===== src/rtl/tmr_pkg.sv =====
package tmr_pkg;
    localparam int BYTE_W = 8;
    localparam int CNT_W  = 2 * BYTE_W;
    localparam int MODE_W = 3;
    localparam int FMT_W  = 2;
    localparam int ADDR_W = 2;
    localparam logic [ADDR_W-1:0] CTL_ADDR = 2'd3;

    typedef enum logic [FMT_W-1:0] {
        FMT_NONE = 2'b00,
        FMT_LO   = 2'b01,
        FMT_HI   = 2'b10,
        FMT_BOTH = 2'b11
    } fmt_e;

    typedef struct packed {
        logic [MODE_W-1:0] mode;
        fmt_e              fmt;
        logic              bcd;
    } chan_cfg_t;
endpackage


===== src/rtl/tmr_addr_dec.sv =====
module tmr_addr_dec
    import tmr_pkg::*;
#(
    parameter int NCH = 3
) (
    input  logic                  cs_n,
    input  logic                  rd_n,
    input  logic                  wr_n,
    input  logic [ADDR_W-1:0]     addr,
    input  logic [BYTE_W-1:0]     ctl_byte,
    output logic [NCH-1:0]        cfg_we,
    output logic [NCH-1:0]        lat_cmd,
    output logic [NCH-1:0]        dat_we,
    output logic [NCH-1:0]        rd_acc,
    output logic                  bus_drv
);
    logic wr_act;
    logic rd_act;
    logic ctl_wr;

    assign wr_act  = !cs_n && !wr_n;
    assign rd_act  = !cs_n && !rd_n && wr_n;
    assign ctl_wr  = wr_act && (addr == CTL_ADDR);
    assign bus_drv = rd_act;

    always_comb begin
        cfg_we  = '0;
        lat_cmd = '0;
        dat_we  = '0;
        rd_acc  = '0;
        for (int i = 0; i < NCH; i++) begin
            dat_we[i] = wr_act && (addr == ADDR_W'(i));
            rd_acc[i] = rd_act && (addr == ADDR_W'(i));
            if (ctl_wr && (ctl_byte[7:6] == ADDR_W'(i))) begin
                if (ctl_byte[5:4] == FMT_NONE) begin
                    lat_cmd[i] = 1'b1;
                end else begin
                    cfg_we[i]  = 1'b1;
                end
            end
        end
    end
endmodule


===== src/rtl/tmr_chan_acc.sv =====
module tmr_chan_acc
    import tmr_pkg::*;
(
    input  logic               clk,
    input  logic               rst_n,
    input  logic               cfg_we,
    input  logic               lat_cmd,
    input  logic               dat_we,
    input  logic               rd_acc,
    input  logic [BYTE_W-1:0]  din,
    input  logic [CNT_W-1:0]   live,
    input  logic               lat_vld,
    input  logic [CNT_W-1:0]   lat_val,
    output logic [MODE_W-1:0]  mode,
    output logic [FMT_W-1:0]   fmt,
    output logic               bcd,
    output logic [BYTE_W-1:0]  rd_byte,
    output logic [CNT_W-1:0]   load_val,
    output logic               load_stb,
    output logic               cfg_stb,
    output logic               lat_req,
    output logic               lat_done
);
    typedef struct packed {
        chan_cfg_t          cfg;
        logic               wtog;
        logic               rtog;
        logic [BYTE_W-1:0]  lo_hold;
        logic [CNT_W-1:0]   load_val;
        logic               load_stb;
        logic               cfg_stb;
        logic               lat_req;
        logic               lat_done;
    } acc_st_t;

    acc_st_t st_d, st_q;
    logic [CNT_W-1:0]  src;
    logic              take_hi;
    logic              last_rd;
    logic [MODE_W-1:0] wmode;

    assign src     = lat_vld ? lat_val : live;
    assign take_hi = (st_q.cfg.fmt == FMT_HI) || ((st_q.cfg.fmt == FMT_BOTH) && st_q.rtog);
    assign last_rd = (st_q.cfg.fmt != FMT_BOTH) || st_q.rtog;
    assign wmode   = din[3:1];
    assign rd_byte = take_hi ? src[CNT_W-1:BYTE_W] : src[BYTE_W-1:0];

    always_comb begin
        st_d          = st_q;
        st_d.load_stb = 1'b0;
        st_d.cfg_stb  = 1'b0;
        st_d.lat_req  = 1'b0;
        st_d.lat_done = 1'b0;
        if (cfg_we) begin
            st_d.cfg.mode = wmode[1] ? {1'b0, wmode[1:0]} : wmode;
            st_d.cfg.fmt  = fmt_e'(din[5:4]);
            st_d.cfg.bcd  = din[0];
            st_d.wtog     = 1'b0;
            st_d.rtog     = 1'b0;
            st_d.cfg_stb  = 1'b1;
        end
        if (lat_cmd) begin
            st_d.lat_req = 1'b1;
        end
        if (dat_we) begin
            unique case (st_q.cfg.fmt)
                FMT_LO: begin
                    st_d.load_val = {{BYTE_W{1'b0}}, din};
                    st_d.load_stb = 1'b1;
                end
                FMT_HI: begin
                    st_d.load_val = {din, {BYTE_W{1'b0}}};
                    st_d.load_stb = 1'b1;
                end
                FMT_BOTH: begin
                    if (!st_q.wtog) begin
                        st_d.lo_hold = din;
                        st_d.wtog    = 1'b1;
                    end else begin
                        st_d.load_val = {din, st_q.lo_hold};
                        st_d.load_stb = 1'b1;
                        st_d.wtog     = 1'b0;
                    end
                end
                default: ;
            endcase
        end
        if (rd_acc) begin
            if (st_q.cfg.fmt == FMT_BOTH) begin
                st_d.rtog = !st_q.rtog;
            end
            st_d.lat_done = lat_vld && last_rd;
        end
    end

    always_ff @(posedge clk or negedge rst_n) begin
        if (!rst_n) begin
            st_q <= '0;
        end else begin
            st_q <= st_d;
        end
    end

    assign mode     = st_q.cfg.mode;
    assign fmt      = st_q.cfg.fmt;
    assign bcd      = st_q.cfg.bcd;
    assign load_val = st_q.load_val;
    assign load_stb = st_q.load_stb;
    assign cfg_stb  = st_q.cfg_stb;
    assign lat_req  = st_q.lat_req;
    assign lat_done = st_q.lat_done;
endmodule


===== src/rtl/tmr_bus_if.sv =====
module tmr_bus_if
    import tmr_pkg::*;
#(
    parameter int NCH = 3
) (
    input  logic                    clk,
    input  logic                    rst_n,
    input  logic                    cs_n,
    input  logic                    rd_n,
    input  logic                    wr_n,
    input  logic [1:0]              addr,
    input  logic [7:0]              din,
    output logic [7:0]              dout,
    output logic                    dout_oe,
    input  logic [NCH*16-1:0]       live_cnt,
    input  logic [NCH-1:0]          lat_vld,
    input  logic [NCH*16-1:0]       lat_val,
    output logic [NCH*3-1:0]        ch_mode,
    output logic [NCH*2-1:0]        ch_fmt,
    output logic [NCH-1:0]          ch_bcd,
    output logic [NCH-1:0]          cfg_stb,
    output logic [NCH-1:0]          load_stb,
    output logic [NCH*16-1:0]       load_val,
    output logic [NCH-1:0]          lat_req,
    output logic [NCH-1:0]          lat_done
);
    logic [NCH-1:0]    cfg_we;
    logic [NCH-1:0]    lat_cmd;
    logic [NCH-1:0]    dat_we;
    logic [NCH-1:0]    rd_acc;
    logic              bus_drv;
    logic [BYTE_W-1:0] rd_byte [NCH];

    tmr_addr_dec #(.NCH(NCH)) u_dec (
        .cs_n     (cs_n),
        .rd_n     (rd_n),
        .wr_n     (wr_n),
        .addr     (addr),
        .ctl_byte (din),
        .cfg_we   (cfg_we),
        .lat_cmd  (lat_cmd),
        .dat_we   (dat_we),
        .rd_acc   (rd_acc),
        .bus_drv  (bus_drv)
    );

    for (genvar g = 0; g < NCH; g++) begin : g_ch
        tmr_chan_acc u_acc (
            .clk      (clk),
            .rst_n    (rst_n),
            .cfg_we   (cfg_we[g]),
            .lat_cmd  (lat_cmd[g]),
            .dat_we   (dat_we[g]),
            .rd_acc   (rd_acc[g]),
            .din      (din),
            .live     (live_cnt[g*CNT_W +: CNT_W]),
            .lat_vld  (lat_vld[g]),
            .lat_val  (lat_val[g*CNT_W +: CNT_W]),
            .mode     (ch_mode[g*MODE_W +: MODE_W]),
            .fmt      (ch_fmt[g*FMT_W +: FMT_W]),
            .bcd      (ch_bcd[g]),
            .rd_byte  (rd_byte[g]),
            .load_val (load_val[g*CNT_W +: CNT_W]),
            .load_stb (load_stb[g]),
            .cfg_stb  (cfg_stb[g]),
            .lat_req  (lat_req[g]),
            .lat_done (lat_done[g])
        );
    end

    always_comb begin
        dout = '0;
        for (int i = 0; i < NCH; i++) begin
            if (rd_acc[i]) begin
                dout = rd_byte[i];
            end
        end
    end

    assign dout_oe = bus_drv;
endmodule


===== config.mk =====
export PLATFORM = sky130hd
export DESIGN_NAME = tmr_bus_if
export DESIGN_NICKNAME = d
export VERILOG_FILES = /design/src/rtl/tmr_pkg.sv /design/src/rtl/tmr_addr_dec.sv /design/src/rtl/tmr_chan_acc.sv /design/src/rtl/tmr_bus_if.sv
export SDC_FILE = /design/constraint.sdc
export NUM_CORES = 1
export LEC_CHECK = 0
export ABC_AREA = 1
export BUFFER_PORTS_ARGS = -buffer_cell sky130_fd_sc_hd__buf_4
export CAP_MARGIN = 0
export CELL_PAD_IN_SITES_DETAIL_PLACEMENT = 1
export CELL_PAD_IN_SITES_GLOBAL_PLACEMENT = 1
export CORE_UTILIZATION = 39
export DETAILED_ROUTE_END_ITERATION = 6
export GPL_TIMING_DRIVEN = 1
export MAX_ROUTING_LAYER = met4
export PLACE_DENSITY_LB_ADDON = 0.1
export SYNTH_ARGS = -nofsm -noshare
export SYNTH_HDL_FRONTEND = slang
export SYNTH_SLANG_ARGS = --single-unit
export TNS_END_PERCENT = 20

===== constraint.sdc =====
create_clock -name clk -period 3.1 [get_ports clk]
set_input_delay 0.155 -clock clk [delete_from_list [all_inputs] [get_ports clk]]
set_output_delay 0.155 -clock clk [all_outputs]
set_load 0.01 [all_outputs]

==> reports/summary.md <==
### STA
- actual slew at the worst max-slew pin: 0.8131 ns
- total negative setup slack: 0 ns
- Hold Slack: 0.04844 ns
- shortest period the worst path allows: 2.109 ns
- portion of the clock cycle consumed by the worst path in the final layout: 68.03%
- headroom to the max-slew limit: 45.59%
- # setup viols final: 0
- Layout Skew: 0.007477 ns
- FMAX: 0.4742 GHz
- Slew Viols, Final: 0
- Hold Vio Cnt, Final: 0
- RSZ-0062 raised after global routing: false

### Layout
- utilization after layout: 48.61%
- post-route cell area: 7722 um2
- layout cells sized above 1: 23.18%
- number of fillers in the final layout: 2112
- final-stage net count: 1141
- number of inserted diodes: 0
- area growth from synthesis to final layout: 21.66%

### Global routing
- vias in the first global route: 5826
- global-route wire length before repair: 30.46 mm
- global routing usage summed across all routing layers: 24.30%
- pin count of the biggest net entering global routing: 55
- GR Overflow Total: 0
- initial antenna violation count: 0

### Worst setup path
- maximum fanout along the worst path: 8
- worst endpoint required time: 2.94 ns
- CP most frequent cell: sky130_fd_sc_hd__nand2_1
- kind of critical path: flop to output pin
- capturing element type of the critical path: output pin
- CP max stage cell: sky130_fd_sc_hd__a21oi_1
- arrival time at the worst endpoint: 1.95 ns
- worst-path cell chain: inv_1 -> a21oi_1 -> nand2_1 -> nand2_1 -> nand2_1 -> nand3_1 -> buf_4
- count of buffer and inverter cells on the critical path: 2
- Worst path max stage delay: 0.54 ns
- startpoint type of the worst setup path: flop
- delay-heaviest family, CP: compound AO/OA/AOI/OAI gates

### Clock network
- number of H-tree levels: 3
- Reg clk slew, reported paths: 0.07 ns
- # Post-CTS Setup Buffers: 0
- Max clock buf depth: 2
- master cell of the clock root buffer: sky130_fd_sc_hd__clkbuf_16
- source-to-sink clock delay at the later pin of the worst-skew pair: 0.35 ns
- clock tree from TritonCTS: done
- clk sink count: 108
- TritonCTS buffer count: 9

### Outcome
- status: finished, final reports clean

### Floorplanning
- Initial Utilization: 39.96%
- area inside the core boundary: 15890 um2
- number of top-level pins: 201
- Die Y-Extent: 129.6 um
- number of standard-cell rows in the floorplan: 46
- area of the die: 16790 um2
- Die Span X: 129.6 um

### Yosys
- number of warnings printed during yosys synthesis: 0
- Post-Synthesis Cell Area: 6347 um2
- Synth Area per Inst: 6.945 um2
- sequential cell area fraction in the yosys report: 42.58%
- synthesized flop and latch total: 108
- Gate Count Post-Synth: 914
- synthesized net count: 1028
- distinct cell type count after synthesis: 22

### Routing
- remaining antenna violation count after routing: 0
- Pre-Repair DR Iteration Count: 4
- routed via count divided by cell count: 4.601
- final routed wirelength across all metal layers: 18.76 mm
- wire length per cell: 15.04 um
- DRC errors left: 0
- total number of vias: 5738
- detailed router's first-iteration violation count: 246

### Placement
- area after detailed placement: 7410 um2
- Placer Congestion: 0.8359
- Final HPWL DP: 14.62 mm
- Buffers on Ports: 200

### Power
- peak supply drop: 222.6 uV
- power density relative to cell area: 467.6 nW/um2
- Leak: 0.004502 uW

### Run
- number of max-cap violations: 0

### Worst hold path
- worst min path class: primary input to flop

==> power breakdown <==
group          leakage (uW)  switching [uW]  internal, uW
sequential          0.00148            90.2          1530
clock              0.000145             510           669
combinational       0.00288             471           345
==> flip-flops by register name (all words and copies together), names as in the netlist, 6 cells and up <==
name / cells
g_ch.u_acc.load_val: 48
g_ch.u_acc.st_q: 30
g_ch.u_acc.mode: 9
g_ch.u_acc.fmt: 6
==> synthesized netlist by cell type <==
master,count,area (um2)
sky130_fd_sc_hd__dfrtp_1,108,2703
sky130_fd_sc_hd__buf_4,79,593.1
sky130_fd_sc_hd__buf_6,4,45.04
sky130_fd_sc_hd__nand2_4,1,11.26
sky130_fd_sc_hd__nor3_2,2,20.02
sky130_fd_sc_hd__inv_1,98,367.9
sky130_fd_sc_hd__nand3_4,1,17.52
sky130_fd_sc_hd__o21ai_1,22,110.1
sky130_fd_sc_hd__o21ai_0,55,275.3
sky130_fd_sc_hd__nor2_1,45,168.9
sky130_fd_sc_hd__a21oi_4,2,32.53
sky130_fd_sc_hd__a21oi_1,3,15.01
sky130_fd_sc_hd__nor2_2,2,12.51
sky130_fd_sc_hd__nand3_1,52,260.3
sky130_fd_sc_hd__buf_2,15,75.07
sky130_fd_sc_hd__clkinv_1,2,7.510
sky130_fd_sc_hd__nor2_4,1,11.26
sky130_fd_sc_hd__inv_2,5,18.77
sky130_fd_sc_hd__nand3_2,4,40.04
sky130_fd_sc_hd__clkbuf_1,3,11.26
sky130_fd_sc_hd__nand2_2,5,31.28
sky130_fd_sc_hd__nand2_1,405,1520
==> metrics by stage <==
| stage | setup slack (ns) | power, uW | std cells |
|---|---|---|---|
| detailed placement | 1.304 | 2472 | 1231 |
| finish | 0.9911 | 3611 | 1247 |
| global placement | 1.364 | 2451 | 1231 |
| CTS | 0.9907 | 3653 | 1247 |
| floorplan | 1.829 | 2152 | 914 |
| global route | 0.7662 | 3806 | 1247 |
==> cell families after synthesis <==
logic type,count (synthesis),synth area share (%)
buf+inv,206,17.62
compound gates,82,6.820
flops,108,42.58
simple gates,518,32.98
==> path summary, 6_finish.rpt <==
| check | start | end | slack, ns | cells after the start |
|---|---|---|---|---|
| setup reg to reg | g_ch[0].u_acc.fmt[0] | g_ch[0].u_acc.load_val[6] | 1.41 | 7 |
| min in group asynchronous | rst_n | g_ch[0].u_acc.load_val[12] | 0.41 | 2 |
| hold / removal | din[2] | g_ch[1].u_acc.load_val[10] | 0.05 | 3 |
| hold reg to reg | g_ch[0].u_acc.load_val[1] | g_ch[0].u_acc.load_val[1] | 0.48 | 2 |
| max in group asynchronous | rst_n | g_ch[0].u_acc.cfg_stb | 1.84 | 3 |
| setup / recovery | g_ch[2].u_acc.fmt[1] | dout[1] | 0.99 | 7 |
==> cell type report <==
class                      count  area [um2]  share of cell area [%]
timing repair buffer         203        1526                   19.77
clock inverter                 3       46.29                  0.5995
multi-input combinational    600        2526                   32.71
sequential                   108        2703                   35.00
tap                          216       270.3                   3.500
inverter                     105       394.1                   5.104
clock buffer                  12       256.5                   3.321
==> layer usage <==
metal / global-route usage (%) / vias to the layer above / wire [um]
met5: - / - / 0
met4: 5.746 / 0 / 189
met3: 4.583 / 11 / 1049
met2: 40.20 / 158 / 9001
met1: 30.67 / 2651 / 8521
li1: - / 2918 / -
==> cell usage in the layout (no fill, tap or decap), types with 9 or more instances in the layout <==
cell	count
sky130_fd_sc_hd__inv_1	98
sky130_fd_sc_hd__clkbuf_16	9
sky130_fd_sc_hd__nor2_1	45
sky130_fd_sc_hd__dfrtp_1	108
sky130_fd_sc_hd__o21ai_1	22
sky130_fd_sc_hd__o21ai_0	55
sky130_fd_sc_hd__nand2_1	405
sky130_fd_sc_hd__buf_4	202
sky130_fd_sc_hd__nand3_1	52
==> tightest hold or removal path, delay by kind of cell <==
kind,cells,cell delay (ns)
AND/OR/NAND/NOR,2,0.09
buffers and inverters,1,0.11
==> repair_timing <==
item	4_1_cts	5_1_grt
setup endpoints to repair	0	0
gates resized for setup	0	0
hold buffers	1	0
endpoints found under the hold margin	52	0
(Power assumes the default switching activity.)
